### src/rtl/ksg_pkg.sv
`timescale 1ns/1ps
package ksg_pkg;

  typedef enum logic [1:0] {
    ACT_IDLE   = 2'd0,
    ACT_STEP   = 2'd1,
    ACT_RELOAD = 2'd2
  } ksg_act_e;

  // number of steps before the joint state of both registers repeats
  function automatic int unsigned combined_period(input int unsigned m, input int unsigned n);
    return ((32'd1 << m) - 32'd1) * ((32'd1 << n) - 32'd1);
  endfunction

endpackage

### src/rtl/ksg_sequencer.sv
`timescale 1ns/1ps
module ksg_sequencer #(
  parameter int unsigned PERIOD = 1533,
  parameter int unsigned CNT_W  = 11
) (
  input  logic                 clk,
  input  logic                 rst_n,
  input  logic                 key_load,
  input  logic                 start,
  input  logic                 enable,
  output ksg_pkg::ksg_act_e    act,
  output logic                 wrap_evt,
  output logic [CNT_W-1:0]     step_cnt
);
  import ksg_pkg::*;

  localparam logic [CNT_W-1:0] LAST = CNT_W'(PERIOD);

  logic running;
  logic at_end;

  assign at_end   = (step_cnt == LAST);
  assign wrap_evt = running && enable && at_end && !key_load && !start;

  always_comb begin
    if (key_load || start)      act = ACT_RELOAD;
    else if (running && enable) act = at_end ? ACT_RELOAD : ACT_STEP;
    else                        act = ACT_IDLE;
  end

  always_ff @(posedge clk) begin
    if (!rst_n) begin
      running  <= 1'b0;
      step_cnt <= '0;
    end else begin
      if (key_load)   running <= 1'b0;
      else if (start) running <= 1'b1;
      case (act)
        ACT_RELOAD: step_cnt <= '0;
        ACT_STEP:   step_cnt <= step_cnt + 1'b1;
        default:    step_cnt <= step_cnt;
      endcase
    end
  end
endmodule

### src/rtl/ksg_lfsr.sv
`timescale 1ns/1ps
module ksg_lfsr #(
  parameter int unsigned          LEN      = 9,
  parameter logic [LEN-1:0]       TAPS     = 9'h011,
  parameter logic [LEN-1:0]       ZERO_SUB = 9'h001
) (
  input  logic           clk,
  input  logic           rst_n,
  input  logic           load,
  input  logic           step,
  input  logic [LEN-1:0] seed,
  output logic [LEN-1:0] state,
  output logic           out_bit
);
  function automatic logic [LEN-1:0] lfsr_next(input logic [LEN-1:0] s);
    logic fb;
    fb = ^(s & TAPS);
    return {fb, s[LEN-1:1]};
  endfunction

  function automatic logic [LEN-1:0] safe_seed(input logic [LEN-1:0] s);
    return (s == '0) ? ZERO_SUB : s;
  endfunction

  assign out_bit = state[0];

  always_ff @(posedge clk) begin
    if (!rst_n)    state <= ZERO_SUB;
    else if (load) state <= safe_seed(seed);
    else if (step) state <= lfsr_next(state);
  end
endmodule

### src/rtl/ksg_divider.sv
`timescale 1ns/1ps
module ksg_divider #(
  parameter int unsigned    DEG  = 2,
  parameter logic [DEG-1:0] POLY = 2'b11
) (
  input  logic           clk,
  input  logic           rst_n,
  input  logic           load,
  input  logic           step,
  input  logic [DEG-1:0] init,
  input  logic           din,
  output logic [DEG-1:0] state,
  output logic [DEG-1:0] next_state
);
  // one serial step of division by x^DEG + POLY
  function automatic logic [DEG-1:0] div_next(input logic [DEG-1:0] c, input logic d);
    logic fb;
    fb = c[DEG-1] ^ d;
    return (c << 1) ^ (fb ? POLY : '0);
  endfunction

  assign next_state = div_next(state, din);

  always_ff @(posedge clk) begin
    if (!rst_n)    state <= '0;
    else if (load) state <= init;
    else if (step) state <= next_state;
  end
endmodule

### src/rtl/ksg_filter.sv
`timescale 1ns/1ps
module ksg_filter #(
  parameter int unsigned DEG = 2
) (
  input  logic           clk,
  input  logic           rst_n,
  input  logic           step,
  input  logic [DEG-1:0] div_val,
  output logic           ks_bit,
  output logic           ks_valid
);
  // one product term plus parity of the upper taps
  function automatic logic filt(input logic [DEG-1:0] c);
    return (c[0] & c[1]) ^ (^c[DEG-1:1]);
  endfunction

  always_ff @(posedge clk) begin
    if (!rst_n) begin
      ks_bit   <= 1'b0;
      ks_valid <= 1'b0;
    end else begin
      ks_valid <= step;
      ks_bit   <= step ? filt(div_val) : 1'b0;
    end
  end
endmodule

### src/rtl/crc_filter_keygen.sv
`timescale 1ns/1ps
module crc_filter_keygen #(
  parameter int unsigned             LFSR_LEN  = 9,
  parameter logic [LFSR_LEN-1:0]     LFSR_TAPS = 9'h011,
  parameter logic [LFSR_LEN-1:0]     ZERO_SUB  = 9'h001,
  parameter int unsigned             DIV_DEG   = 2,
  parameter logic [DIV_DEG-1:0]      DIV_POLY  = 2'b11,
  localparam int unsigned            KEY_W     = LFSR_LEN + DIV_DEG,
  localparam int unsigned            PERIOD    = ksg_pkg::combined_period(LFSR_LEN, DIV_DEG),
  localparam int unsigned            CNT_W     = $clog2(PERIOD + 1)
) (
  input  logic             clk,
  input  logic             rst_n,
  input  logic             key_load,
  input  logic [KEY_W-1:0] key_in,
  input  logic             start,
  input  logic             enable,
  output logic             ks_bit,
  output logic             ks_valid
);
  import ksg_pkg::*;

  ksg_act_e             act;
  logic                 step_evt;
  logic                 reload_evt;
  logic                 wrap_evt;
  logic [CNT_W-1:0]     step_cnt;
  logic [KEY_W-1:0]     key_q;
  logic [KEY_W-1:0]     key_src;
  logic [LFSR_LEN-1:0]  lfsr_state;
  logic                 lfsr_bit;
  logic [DIV_DEG-1:0]   crc_state;
  logic [DIV_DEG-1:0]   crc_next;

  assign step_evt   = (act == ACT_STEP);
  assign reload_evt = (act == ACT_RELOAD);
  assign key_src    = key_load ? key_in : key_q;

  always_ff @(posedge clk) begin
    if (!rst_n)        key_q <= '0;
    else if (key_load) key_q <= key_in;
  end

  ksg_sequencer #(.PERIOD(PERIOD), .CNT_W(CNT_W)) u_seq (
    .clk(clk), .rst_n(rst_n), .key_load(key_load), .start(start), .enable(enable),
    .act(act), .wrap_evt(wrap_evt), .step_cnt(step_cnt)
  );

  ksg_lfsr #(.LEN(LFSR_LEN), .TAPS(LFSR_TAPS), .ZERO_SUB(ZERO_SUB)) u_lfsr (
    .clk(clk), .rst_n(rst_n), .load(reload_evt), .step(step_evt),
    .seed(key_src[LFSR_LEN-1:0]), .state(lfsr_state), .out_bit(lfsr_bit)
  );

  ksg_divider #(.DEG(DIV_DEG), .POLY(DIV_POLY)) u_div (
    .clk(clk), .rst_n(rst_n), .load(reload_evt), .step(step_evt),
    .init(key_src[KEY_W-1:LFSR_LEN]), .din(lfsr_bit),
    .state(crc_state), .next_state(crc_next)
  );

  ksg_filter #(.DEG(DIV_DEG)) u_filt (
    .clk(clk), .rst_n(rst_n), .step(step_evt), .div_val(crc_next),
    .ks_bit(ks_bit), .ks_valid(ks_valid)
  );
endmodule

### config.mk
export PLATFORM = sky130hd
export DESIGN_NAME = crc_filter_keygen
export DESIGN_NICKNAME = d
export VERILOG_FILES = /design/src/rtl/ksg_pkg.sv /design/src/rtl/ksg_sequencer.sv /design/src/rtl/ksg_lfsr.sv /design/src/rtl/ksg_divider.sv /design/src/rtl/ksg_filter.sv /design/src/rtl/crc_filter_keygen.sv
export SDC_FILE = /design/constraint.sdc
export NUM_CORES = 1
export LEC_CHECK = 0
export BUFFER_PORTS_ARGS = -buffer_cell sky130_fd_sc_hd__clkbuf_2
export CORE_UTILIZATION = 50
export DETAILED_ROUTE_END_ITERATION = 6
export PLACE_DENSITY = 0.7
export SLEW_MARGIN = 15
export SYNTH_ARGS = -nofsm -noshare
export SYNTH_HDL_FRONTEND = slang
export SYNTH_SLANG_ARGS = --single-unit
### constraint.sdc
create_clock -name clk -period 5.7 [get_ports clk]
set_input_delay 1.425 -clock clk [delete_from_list [all_inputs] [get_ports clk]]
set_output_delay 1.425 -clock clk [all_outputs]
set_load 0.02 [all_outputs]
After elaboration in Yosys (flattened, before gate mapping)
Index checks and enable logic that the tools add are counted.
W data, S select, Z words.
Storage, ports and cells
  word-level logic and storage cells: 34
  output and inout port bits: 2
  bits in registers: 36
Operators by class
  add/sub/neg operators: 1
  eq/ne operators: 3
  reduce and logical (&&, ||, !) cells: 7
  bitwise operators: 5
  multiplexer cells: 11
Operator list (count)
  $mux W9: 3
  $pmux W11 S2: 1
  $mux W2: 6
  $add A11 B1 Y11 const B: 1
  $eq A11 B11 Y1 const B: 1
  $mux W11: 1
  $logic_not A9 Y1: 1
  $reduce_xor A9 Y1: 1
  $eq A2 B1 Y1 const B: 1
  $eq A2 B2 Y1 const B: 1
  $reduce_and A2 Y1: 1
  $reduce_bool A2 Y1: 1
  $reduce_or A2 Y1: 1
  $xor A1 B1 Y1: 2
  $xor A2 B2 Y2: 1
  $and A1 B1 Y1: 1
  $logic_and A1 B1 Y1: 1
  $logic_or A1 B1 Y1: 1
  $not A1 Y1: 1

Depth between registers and ports, before layout
  depth after elaboration: 7
  gate-level depth with buffers: 13
  gate-level depth less buffers: 12

Hierarchy
A second synthesis with hierarchy kept.
Unflattened totals
  cell total of the unflattened synthesis: 180
  area, all modules: 1742.9 um2
Modules (own cells, without submodules)
  ksg_sequencer: cells an instance 70, times used 1, area an instance 611.8 um2, seq. area each 240.2 um2
  crc_filter_keygen: cells an instance 37, times used 1, area an instance 480.5 um2, seq. area each 220.2 um2
  ksg_lfsr: cells an instance 54, times used 1, area an instance 467.9 um2, seq. area each 180.2 um2
  ksg_divider: cells an instance 15, times used 1, area an instance 126.4 um2, seq. area each 40.0 um2
  ksg_filter: cells an instance 4, times used 1, area an instance 56.3 um2, seq. area each 40.0 um2

Worst setup path after synthesis
No wires, ideal clock.
  kind: in2reg
  start point: in key_load
  end point: reg u_lfsr.state[0]
  library setup time: 0.063 ns
  path buffers: 3
  stages: 8
  arrival: 3.121 ns
  setup slack: 2.517 ns
  cell sequence: buf_6 -> buf_2 -> nor2_1 -> and3b_1 -> ha_1 -> clkbuf_1 -> or4_1 -> nand3_1
On the way
  cells in the longest elaborated chain, start to end: 4
  elaborated cells on any way between the ends: 9
RTL lines
  start, declared: line crc_filter_keygen.sv:14  | input logic key_load,
  $mux W11 / $logic_or A1 B1 Y1 (equally long branches)
  $logic_not A9 Y1 / $mux W2 (equally long branches): line ksg_lfsr.sv:22, ksg_sequencer.sv:26
  $mux W9, or another cell as far along: line ksg_lfsr.sv:22  | return (s == '0) ? ZERO_SUB : s;
  $mux W9 / $reduce_bool A2 Y1 (equally long branches)
  end signal, assigned: line ksg_lfsr.sv:29  | else if (load) state <= safe_seed(seed);
  end signal, assigned: line ksg_lfsr.sv:30  | else if (step) state <= lfsr_next(state);
  end, declared: line ksg_lfsr.sv:12  | output logic [LEN-1:0] state,
Parallel ways exist; a longest one is shown, timed or not.
A chain may end at the register's enable or synchronous reset.

Worst setup path after layout
  start point: in key_load
  end point: reg u_seq.step_cnt[6]
On the way
  cells in the longest elaborated chain, start to end: 4
  elaborated cells on any way between the ends: 6
RTL lines
  $logic_or A1 B1 Y1 (*): line ksg_sequencer.sv:26  | if (key_load || start) act = ACT_RELOAD;
  $mux W2 (*): line ksg_sequencer.sv:26
  $eq A2 B1 Y1 / $eq A2 B2 Y1 (equally long branches): line ksg_sequencer.sv:38  | case (act)
  $pmux W11 S2 / $reduce_bool A2 Y1 (equally long branches)
  end signal, assigned: line ksg_sequencer.sv:40  | ACT_STEP: step_cnt <= step_cnt + 1'b1;
  end signal, assigned: line ksg_sequencer.sv:41  | default: step_cnt <= step_cnt;
  end, declared: line ksg_sequencer.sv:13  | output logic [CNT_W-1:0] step_cnt
Every way passes the cells marked *; elsewhere a longest branch is shown, timed or not.

==> flow_summary_export.csv <==
group,metric,value,unit
run_status,outcome,"finished clean",
pwr,leakage,0.7329,nW
cts,worstSkewPairLatency,330,ps
worst_hold_path,hold_path_class,"flop to flop",
placement,place_area,1715,µm²
setup_path,arrival,3500,ps
logic_synthesis,yosys.area_share.simple,25.54,%
setup_path,critical_path_start_type,"input port",
floorplanning,floorplan.initialDensity,53.11,%
placement,dp_worst_setup_slack,2037,ps
logic_synthesis,per_instance_average_area_after_synthesis,9.009,µm²
logic_synthesis,adder_and_majority_gate_portion_of_the_synthesized_area,3.858,%
sta,setup_viol,0,
setup_path,critPathKind,"input port to flop",
grt,grt_pass1_vias,1157,
pwr,clkPwrFrac,29.8,%
pwr,max-vdd-ir-drop,0.0001511,V
setup_path,regToRegEndpoint,"u_seq.step_cnt[6]",
worst_hold_path,hold_path.startpoint,"u_lfsr.state[8]",
pwr,power.density,259.5,nW/µm²
cts,clock_pin_slew_on_the_worst_setup_and_hold_paths,100,ps
worst_hold_path,holdPathEnd,"u_lfsr.state[8]",
logic_synthesis,synth_async_sr_flop_share,0,%
grt,grt_first_pass_wirelength,4981,µm
setup_path,r2r.worst_path.cells,11,
floorplanning,dieArea,3475,µm²
sta,post-route-min-period,3287,ps
logic_synthesis,combinational_family_with_the_most_area_after_synthesis,"simple AND/OR/NAND/NOR gates",
pwr,totalPowerFinal,0.4604,mW
grt,track_usage,19.13,%
floorplanning,number_of_core_rows,20,
logic_synthesis,postSynthCellCount,180,
logic_synthesis,synth.yosys.warnings,0,
grt,maximum_number_of_pins_on_one_net_before_global_route_repair,30,
setup_path,critPathLaunch,"key_load",
drt,wl_met2,1276,µm
pwr,netSwitchingFraction,24.37,%
logic_synthesis,yosys-mux-area-fraction,8.179,%
job,max_cap_viol_count,0,
drt,drt-vias-per-instance,5.289,
setup_path,reg2reg_from,"u_seq.step_cnt[0]",
pwr,sequentialPowerShare,58.8,%
cells_and_area,antennaDiodeCount,0,
sta,final.setup.tns,0,ps
grt,antenna_found_initial,0,
logic_synthesis,synth_fp_nets,201,
pwr,cell_internal_pwr,0.3482,mW
logic_synthesis,syn_area,1622,µm²
drt,drt_drc_violations_left,0,
logic_synthesis,synth-xor-area-share,5.941,%
floorplanning,core_region_area,3053,µm²
sta,finalCritPeriodShare,57.66,%
drt,routed_wl,2903,µm
cts,clock_sink_count,36,
sta,timing.slew.headroom,54.29,%
drt,num_vias,1264,
setup_path,end_kind,"flop",
grt,grt_overflow_total,0,
drt,m1WireLength,1381,µm
cts,htreeDepth,2,
placement,place.port_buffers,17,
drt,drt-wirelength-per-cell,12.15,µm
sta,worst_pin_slew,685.7,ps
logic_synthesis,synth_ff_type,"dfxtp_1",
logic_synthesis,synth_edf_count,0,
logic_synthesis,register_bit_count_reported_by_yosys,36,
cells_and_area,area_overhead_vs_synth,9.413,%
floorplanning,ioPinCount,18,
cells_and_area,drive_gt1_share,13.85,%
sta,finClkSkew,5.817,ps
cts,post_cts_resize_count,0,
sta,hold_viol_final,0,
floorplanning,die_h,58.95,µm
drt,drtAntennaViolNets,0,
drt,highest_layer,"met4",
cts,cts_hold_buf,0,
cells_and_area,postLayoutCellArea,1774,µm²
logic_synthesis,netlist-cell-type-count,33,
setup_path,crit_path_max_fanout,22,
sta,grt_setup_unrepaired,"false",
drt,wl_met3,195,µm
drt,initial_drt_markers,50,
sta,report.final.slew_viol_count,0,
placement,place.detailed.hpwl,2098,µm
worst_hold_path,holdPathStages,2,
pwr,pwr-share-comb,11.5,%
logic_synthesis,synth_sequential_area_ratio,44.44,%
cts,cts_setup_buffers,0,
cts,numCtsBuffers,5,
cts,clock_tree.root_cell,"clkbuf_4",
placement,gp_congestion,0.7263,
pwr,switchingPower,0.1122,mW
sta,fin_ws,2413,ps
setup_path,reg2reg_slack,3090,ps
cts,cts_tree,"done",
logic_synthesis,synth_compound_gate_area_share,8.488,%
floorplanning,dieWidth,58.95,µm
setup_path,cp.required,5910,ps
sta,clock.fmax,0.3043,GHz
cts,clock_path_buffers,2,
drt,first_pass_iters,4,
cells_and_area,nets,215,
==> placed cells by master, fill, tap and decap left out, types with 2 or more instances in the layout <==
| master | n |
|---|---|
| and2_1 | 2 |
| nand3_1 | 14 |
| nand2_1 | 13 |
| mux2i_1 | 11 |
| a21oi_1 | 3 |
| nand4_1 | 3 |
| dfxtp_1 | 36 |
| o21ai_1 | 20 |
| and3b_1 | 2 |
| clkbuf_1 | 2 |
| and3_1 | 3 |
| ha_1 | 5 |
| nor4_1 | 3 |
| nor3b_1 | 2 |
| nor2b_1 | 13 |
| mux2_2 | 2 |
| clkbuf_4 | 5 |
| clkbuf_2 | 17 |
| xor2_1 | 7 |
| nor2_1 | 14 |
| inv_1 | 3 |
| xnor2_1 | 4 |
==> flip-flops by register name (all words and copies together) (netlist names) <==
register and flops:
u_div.state 2, u_lfsr.state 9, u_filt.ks_valid 1, u_seq.running 1, key_q 11, u_seq.step_cnt 11
u_filt.ks_bit 1
==> power groups by stage <==
stage	clock network, mW	registers (mW)	logic [mW]
final	0.137	0.270	0.0528
after global routing	0.154	0.272	0.0597
after CTS	0.143	0.271	0.0534
after detailed placement	0	0.276	0.0532
after global placement	0	0.276	0.0514
after floorplan	0	0.275	0.0403
==> area by class of cell <==
cell class                 instances  area [µm²]
tap                               44       55.05
inverter                           3       11.26
multi-input combinational        131       843.3
timing repair buffer              17       85.08
sequential                        36       720.7
fill                             306        1279
clock buffer                       8       58.81
==> kinds of logic (layout without fill, tap and decap cells) <==
logic type / Yosys count / in the layout
simple gates: 76 / 76
xor+xnor: 11 / 11
compound gates: 26 / 26
mux: 13 / 13
fa+ha+maj: 5 / 5
buf+inv: 13 / 28
flops: 36 / 36
==> worst max-delay path: stages <==
cell	delay [ps]
clkbuf_2	390
nor2_1	100
and3b_1	210
ha_1	660
and4b_1	310
and3_1	210
xnor2_1	130
nor2_1	50
==> worst max path at each step <==
stage               depth (start not counted)                end
global route                                9  u_seq.step_cnt[6]
CTS                                         8  u_seq.step_cnt[6]
detailed placement                          8  u_seq.step_cnt[6]
floorplan                                   8    u_lfsr.state[0]
global placement                            8  u_seq.step_cnt[6]
finish                                      8  u_seq.step_cnt[6]
==> synth_stat cells (all sizes together), types with 4 or more instances <==
cell type   n  area, µm²
clkbuf      7      26.28
mux2i      11      110.1
nand2      13      48.80
ha          5      62.56
xnor2       4      35.03
dfxtp      36      720.7
nand3      14      70.07
xor2        7      61.31
nor2       14      52.55
o21ai      20      100.1
nor2b      13      81.33
==> metal layers <==
layer,GRT usage [%],vias up
met5,0,-
met4,8.163,0
met3,6.374,6
met2,28.73,32
met1,25.03,579
li1,-,647
==> per-stage QoR <==
step	hold WS (ps)	std cells	util [%]
2_1_floorplan	454.3	180	-
3_3_place_gp	467.9	231	56.19
3_5_place_dp	470.0	231	56.19
4_1_cts	484.1	239	58.11
5_1_grt	506.9	239	58.11
6_report	481.2	239	58.11
Power figures use the tool's default switching activity.
